--- config.mk ---
export PLATFORM = sky130hd
export DESIGN_NAME = zc_gain_updater
export DESIGN_NICKNAME = d
export VERILOG_FILES = /design/src/rtl/zcg_pkg.sv /design/src/rtl/zcg_mute_gate.sv /design/src/rtl/zcg_timeout.sv /design/src/rtl/zcg_chan_fsm.sv /design/src/rtl/zc_gain_updater.sv
export SDC_FILE = /design/constraint.sdc
export NUM_CORES = 1
export LEC_CHECK = 0
export CAP_MARGIN = 0
export CORE_ASPECT_RATIO = 1.2
export CORE_MARGIN = 5
export CORE_UTILIZATION = 52
export DETAILED_ROUTE_END_ITERATION = 7
export HOLD_SLACK_MARGIN = 0.15
export PLACE_DENSITY = 0.75
export REMOVE_ABC_BUFFERS = 1
export SLEW_MARGIN = 0
export SYNTH_ARGS = -nofsm -noshare
export SYNTH_HDL_FRONTEND = slang
export SYNTH_HIERARCHICAL = 1
export SYNTH_SLANG_ARGS = --single-unit
--- constraint.sdc ---
create_clock -name clk -period 3.5 [get_ports clk]
set_input_delay 0.525 -clock clk [delete_from_list [all_inputs] [get_ports clk]]
set_output_delay 0.525 -clock clk [all_outputs]
set_load 0.03 [all_outputs]
--- src/rtl/zcg_pkg.sv ---
package zcg_pkg;
    typedef enum logic [1:0] {
        S_IDLE  = 2'd0,
        S_PEND  = 2'd1,
        S_APPLY = 2'd2
    } zcg_state_e;

    // Crossings that release a pending update: one for a pin mute, two otherwise.
    function automatic logic [1:0] crossings_needed(input logic pin_mute);
        return pin_mute ? 2'd1 : 2'd2;
    endfunction
endpackage

--- src/rtl/zcg_mute_gate.sv ---
module zcg_mute_gate (
    input  logic clk,
    input  logic rst_n,
    input  logic mute_n,
    input  logic cs_n,
    output logic mute_eff
);
    // Pin level only taken while no serial transfer is running.
    always_ff @(posedge clk or negedge rst_n) begin
        if (!rst_n)
            mute_eff <= 1'b0;
        else if (cs_n)
            mute_eff <= ~mute_n;
    end
endmodule

--- src/rtl/zcg_timeout.sv ---
module zcg_timeout #(
    parameter int TO_CYC = 16000,
    parameter int TW     = $clog2(TO_CYC + 1)
) (
    input  logic          clk,
    input  logic          rst_n,
    input  logic          clr,
    output logic [TW-1:0] cnt,
    output logic          expired
);
    localparam logic [TW-1:0] LAST = TW'(TO_CYC - 1);

    always_ff @(posedge clk or negedge rst_n) begin
        if (!rst_n)
            cnt <= '0;
        else if (clr)
            cnt <= '0;
        else if (cnt != LAST)
            cnt <= cnt + 1'b1;
    end

    assign expired = (cnt == LAST);
endmodule

--- src/rtl/zcg_chan_fsm.sv ---
module zcg_chan_fsm
    import zcg_pkg::*;
#(
    parameter int CW = 8
) (
    input  logic          clk,
    input  logic          rst_n,
    input  logic [CW-1:0] req_code,
    input  logic          req_stb,
    input  logic          zc_evt,
    input  logic          zc_en,
    input  logic          mute_act,
    input  logic          expired,
    output logic          tmr_clr,
    output zcg_state_e    st_o,
    output logic [CW-1:0] gain,
    output logic          muted
);
    zcg_state_e    st, st_nxt;
    logic [CW-1:0] tgt, pend, active, desired;
    logic [1:0]    zcnt, need;
    logic          ld_pend, clr_z, inc_z, gated;
    logic [2:0]    zc_next;

    assign desired = mute_act ? '0 : tgt;
    assign need    = crossings_needed(mute_act);
    assign gated   = mute_act | zc_en;
    assign zc_next = {1'b0, zcnt} + 3'd1;

    always_comb begin
        st_nxt  = st;
        ld_pend = 1'b0;
        clr_z   = 1'b0;
        inc_z   = 1'b0;
        tmr_clr = (st != S_PEND);
        unique case (st)
            S_IDLE: begin
                if (desired != active) begin
                    ld_pend = 1'b1;
                    clr_z   = 1'b1;
                    st_nxt  = gated ? S_PEND : S_APPLY;
                end
            end
            S_PEND: begin
                if (desired != pend) begin
                    tmr_clr = 1'b1;
                    clr_z   = 1'b1;
                    if (desired == active) begin
                        st_nxt = S_IDLE;
                    end else begin
                        ld_pend = 1'b1;
                        st_nxt  = gated ? S_PEND : S_APPLY;
                    end
                end else if (zc_evt && (zc_next >= {1'b0, need})) begin
                    st_nxt = S_APPLY;
                end else if (expired) begin
                    st_nxt = S_APPLY;
                end else if (zc_evt) begin
                    inc_z = 1'b1;
                end
            end
            S_APPLY: st_nxt = S_IDLE;
            default: st_nxt = S_IDLE;
        endcase
    end

    // State register
    always_ff @(posedge clk or negedge rst_n) begin
        if (!rst_n)
            st <= S_IDLE;
        else
            st <= st_nxt;
    end

    // Data and output registers
    always_ff @(posedge clk or negedge rst_n) begin
        if (!rst_n) begin
            tgt    <= '0;
            pend   <= '0;
            zcnt   <= '0;
            active <= '0;
        end else begin
            if (req_stb)
                tgt <= req_code;
            if (ld_pend)
                pend <= desired;
            if (clr_z)
                zcnt <= '0;
            else if (inc_z)
                zcnt <= zcnt + 1'b1;
            if (st == S_APPLY)
                active <= pend;
        end
    end

    assign st_o  = st;
    assign gain  = active;
    assign muted = (active == '0);
endmodule

--- src/rtl/zc_gain_updater.sv ---
module zc_gain_updater #(
    parameter int NCH        = 2,
    parameter int CODE_W     = 8,
    parameter int CLK_HZ     = 1_000_000,
    parameter int TIMEOUT_MS = 16
) (
    input  logic                    clk,
    input  logic                    rst_n,
    input  logic [NCH*CODE_W-1:0]   req_code,
    input  logic [NCH-1:0]          req_stb,
    input  logic [NCH-1:0]          zc_evt,
    input  logic                    zc_en,
    input  logic                    mute_n,
    input  logic                    cs_n,
    output logic [NCH*CODE_W-1:0]   gain_code,
    output logic [NCH-1:0]          muted
);
    localparam int TO_CYC = (CLK_HZ / 1000) * TIMEOUT_MS;
    localparam int TMR_W  = $clog2(TO_CYC + 1);

    logic                       mute_eff;
    logic [NCH-1:0][1:0]        st_vec;
    logic [NCH-1:0][TMR_W-1:0]  tmr_vec;
    logic [NCH-1:0]             tclr_vec;
    logic [NCH-1:0]             exp_vec;

    zcg_mute_gate u_mute (
        .clk      (clk),
        .rst_n    (rst_n),
        .mute_n   (mute_n),
        .cs_n     (cs_n),
        .mute_eff (mute_eff)
    );

    for (genvar c = 0; c < NCH; c++) begin : g_ch
        zcg_pkg::zcg_state_e st_c;

        zcg_timeout #(.TO_CYC(TO_CYC), .TW(TMR_W)) u_tmr (
            .clk     (clk),
            .rst_n   (rst_n),
            .clr     (tclr_vec[c]),
            .cnt     (tmr_vec[c]),
            .expired (exp_vec[c])
        );

        zcg_chan_fsm #(.CW(CODE_W)) u_fsm (
            .clk      (clk),
            .rst_n    (rst_n),
            .req_code (req_code[c*CODE_W +: CODE_W]),
            .req_stb  (req_stb[c]),
            .zc_evt   (zc_evt[c]),
            .zc_en    (zc_en),
            .mute_act (mute_eff),
            .expired  (exp_vec[c]),
            .tmr_clr  (tclr_vec[c]),
            .st_o     (st_c),
            .gain     (gain_code[c*CODE_W +: CODE_W]),
            .muted    (muted[c])
        );

        assign st_vec[c] = st_c;
    end
endmodule

==> metrics <==
status completed; Post-DRT Antenna Nets 0; relative slew slack 0.286; chip width ~100 um; core area 9030 um2; share of layout cells above drive strength 1 0.181; drt first pass iters 4; clock sink count 85; power per standard cell area 570 nW/um2; CTS Hold Bufs 0; overall routed net length 9510 um; # IOs 43; clk root buf clkbuf_8; clock skew 0.00760 ns; Seq/Total Area, Yosys 0.442; WP data arrival between 2 and 3 ns; synth warn 6; max-slew violation count 0; first-pass GRT wire length 16,600 um; main flop type after synthesis dfrtp_1; FP Rows 38; min cycle time layout 2.76 ns; postcts setup bufs 0; required time worst endpoint 3.73 ns; Die ar. approximately 11,000 um2; Net Sw Frac 0.365; clock power share 0.224; via/cell ratio a little under 6; worst-path cell chain buf_4, ha_1, nor2b_1, o31ai_1, or3b_2, a22oi_1, o21ai_0; Total GRT Usage 0.178; min-delay worst type input pin to asynchronous set/reset pin; unrepaired setup endpoints after global routing false; H-tree levels 3; Post-Syn Instances 457; Net Switching 1.14 mW; post-DP HPWL 6630 um; dpl ws 0.774 ns; Syn-to-layout area delta 13.5%; final setup violation count 0; P_int 1.98 mW; die span in y between 100 and 150 um; Final Net Count 524; crit share post-route 0.787; global route overflow 0; largest net degree at the start of global routing 86; CP max stage delay 0.90 ns; CP Buf/Inv Count 1; setup TNS 0 ns; post-CTS sizing 0; Cell Area, Synth 4820 um2; internal reg-to-reg setup slack 0.74 ns; Fill cells ~770; worst-path fanout max 29; vias in the first global route 3,525; R2R Path End g_ch[0].u_fsm/zcnt[1]; FF-to-FF Start u_mute/mute_eff; number of enable flip-flop cells after synthesis 0; initial drt markers between 150 and 200; Avg Cell Area, Syn between 10 and 15 um2; Worst Setup End Kind register; max-cap viol count 0; CP Depth 7; Peak VDD IR 0.000368 V; residual DRC count 0; Worst-Margin Slew 1.07 ns; Initial Util 0.533; final worst slack 0.745 ns; Num CTS Buffers 9; initial antenna violation count 0; Avg WL per Cell 15.4 um; Sequential Power Share 0.443; Placer Congestion 0.789; count of unique library cells instantiated by Yosys 60; Seq cells post-synth 85; clk buf depth 2; Hold Fails Final Rpt 0; leakage power 2.14 nW; Antenna Cells 0; Worst R2R Path Depth 7; cell family with most CP delay flip-flops; combinational power share 0.334; count of input and output buffers 42; CTS clk-pin slew, worst paths ~0.09 ns; FFs w/ async S/R, synth 1.00; Crit Path Category register to register; CTS tree done; Clk Latency, worst-skew pair 0.35 ns; vias ~3,600; Worst path slowest cell dfrtp_1; Fmax achieved approximately 360 MHz; Critical Path Start Type register
## sequential cells by signal, indices dropped and copies added (netlist names)
| signal | flops |
|---|---|
| g_ch.u_tmr/cnt | 28 |
| g_ch.u_fsm/gain | 16 |
| g_ch.u_fsm/pend | 16 |
| g_ch.u_fsm/tgt | 16 |
| g_ch.u_fsm/st_o | 4 |
| g_ch.u_fsm/zcnt | 4 |
| u_mute/mute_eff | 1 |
## cells in the final DEF, fill, tap and decap left out, types with 4 or more instances in the layout
cell type | synthesis | layout
nand2_1 | 15 | 15
clkdlybuf4s50_1 | 0 | 41
nand3_1 | 14 | 14
and4_1 | 4 | 4
xnor2_1 | 29 | 29
dfrtp_1 | 85 | 85
nor2b_1 | 17 | 17
mux2i_1 | 4 | 4
ha_1 | 6 | 6
a21oi_1 | 11 | 11
o31ai_1 | 7 | 7
nor2_1 | 59 | 59
o21ai_0 | 20 | 20
a31oi_1 | 9 | 9
clkbuf_8 | 0 | 9
nor4bb_1 | 5 | 5
inv_1 | 16 | 16
a32oi_1 | 4 | 4
o32ai_1 | 5 | 5
nand4_1 | 5 | 5
nor3_1 | 11 | 11
mux2_2 | 48 | 48
nor4_1 | 8 | 8
## power by group through the flow
stage               clock (mW)  combinational [mW]  sequential (mW)
floorplan                    0               0.531             1.50
global placement             0                1.02             1.38
detailed placement           0                1.04             1.39
CTS                      0.721                1.05             1.38
global route             0.766                1.12             1.41
finish                   0.697                1.04             1.38
## cell families (layout without fill, tap and decap cells)
| logic type | count (synthesis) | count (layout) | share of synthesized area |
|---|---|---|---|
| xor+xnor | 32 | 32 | 0.0582 |
| fa+ha+maj | 8 | 8 | 0.0239 |
| buf+inv | 36 | 75 | 0.0382 |
| compound gates | 73 | 73 | 0.107 |
| mux | 52 | 52 | 0.121 |
| flops | 85 | 85 | 0.442 |
| simple gates | 171 | 171 | 0.211 |
## routing by layer
metal  part of all wire  track usage  vias up
met5                  0            0        -
met4              0.014       0.0646        0
met3              0.042       0.0421       11
met2               0.48        0.285       78
met1               0.46        0.238     1741
li1                   -            -     1722
## synth_stat cells, drive strengths merged, types with 2 or more instances
library cell	n	area, um2
or3b	4	40.0
nor3	11	55.1
buf	13	96.3
mux2i	4	40.0
o31a	2	20.0
nor2b	17	106
dfrtp	85	2130
and2b	2	15.0
nor2	59	221
xor2	3	26.3
nand2b	2	12.5
a31oi	9	56.3
o21ai	21	105
o211ai	3	22.5
xnor2	29	254
nand2	16	67.6
a21boi	2	26.3
a32oi	5	51.3
nor4b	3	26.3
o32ai	5	43.8
a21oi	12	63.8
or4	2	15.0
fa	2	40.0
clkbuf	7	27.5
mux2	48	541
nand4	6	43.8
o31ai	8	65.1
nor4bb	5	50.1
nand3	16	105
and4bb	5	62.6
nor4	10	92.6
or3	5	33.8
and4	4	35.0
inv	16	60.1
ha	6	75.1
## final cells by class
| cell class | instances | area, um2 | area share |
|---|---|---|---|
| clock buffers | 9 | 124 | 0.0227 |
| clock inverters | 7 | 76.3 | 0.0140 |
| inverters | 16 | 60.1 | 0.0110 |
| multi-input cells | 336 | 2500 | 0.458 |
| flip-flops and latches | 85 | 2130 | 0.389 |
| well taps | 120 | 150 | 0.0275 |
| repair buffers | 43 | 425 | 0.0778 |
## metrics by stage
step | cells | utilization | total power, mW | hold slack, ns | instance area, um2
2_1_floorplan | 437 | - | 2.03 | 0.229 | 4690
3_3_place_gp | 600 | 0.583 | 2.41 | 0.525 | 5270
3_5_place_dp | 600 | 0.583 | 2.43 | 0.539 | 5270
4_1_cts | 616 | 0.605 | 3.15 | 0.384 | 5470
5_1_grt | 616 | 0.605 | 3.29 | 0.436 | 5470
6_report | 616 | 0.605 | 3.12 | 0.329 | 5470
## how the worst max path moves through the flow
stage / start / end
final: u_mute/mute_eff / g_ch[0].u_fsm/zcnt[1]
after global routing: u_mute/mute_eff / g_ch[0].u_fsm/zcnt[1]
after CTS: u_mute/mute_eff / g_ch[0].u_fsm/zcnt[1]
after detailed placement: u_mute/mute_eff / g_ch[0].u_fsm/zcnt[1]
after global placement: u_mute/mute_eff / g_ch[0].u_fsm/zcnt[0]
after floorplan: u_mute/mute_eff / g_ch[0].u_fsm/zcnt[1]
Power figures use the tool's default switching activity.
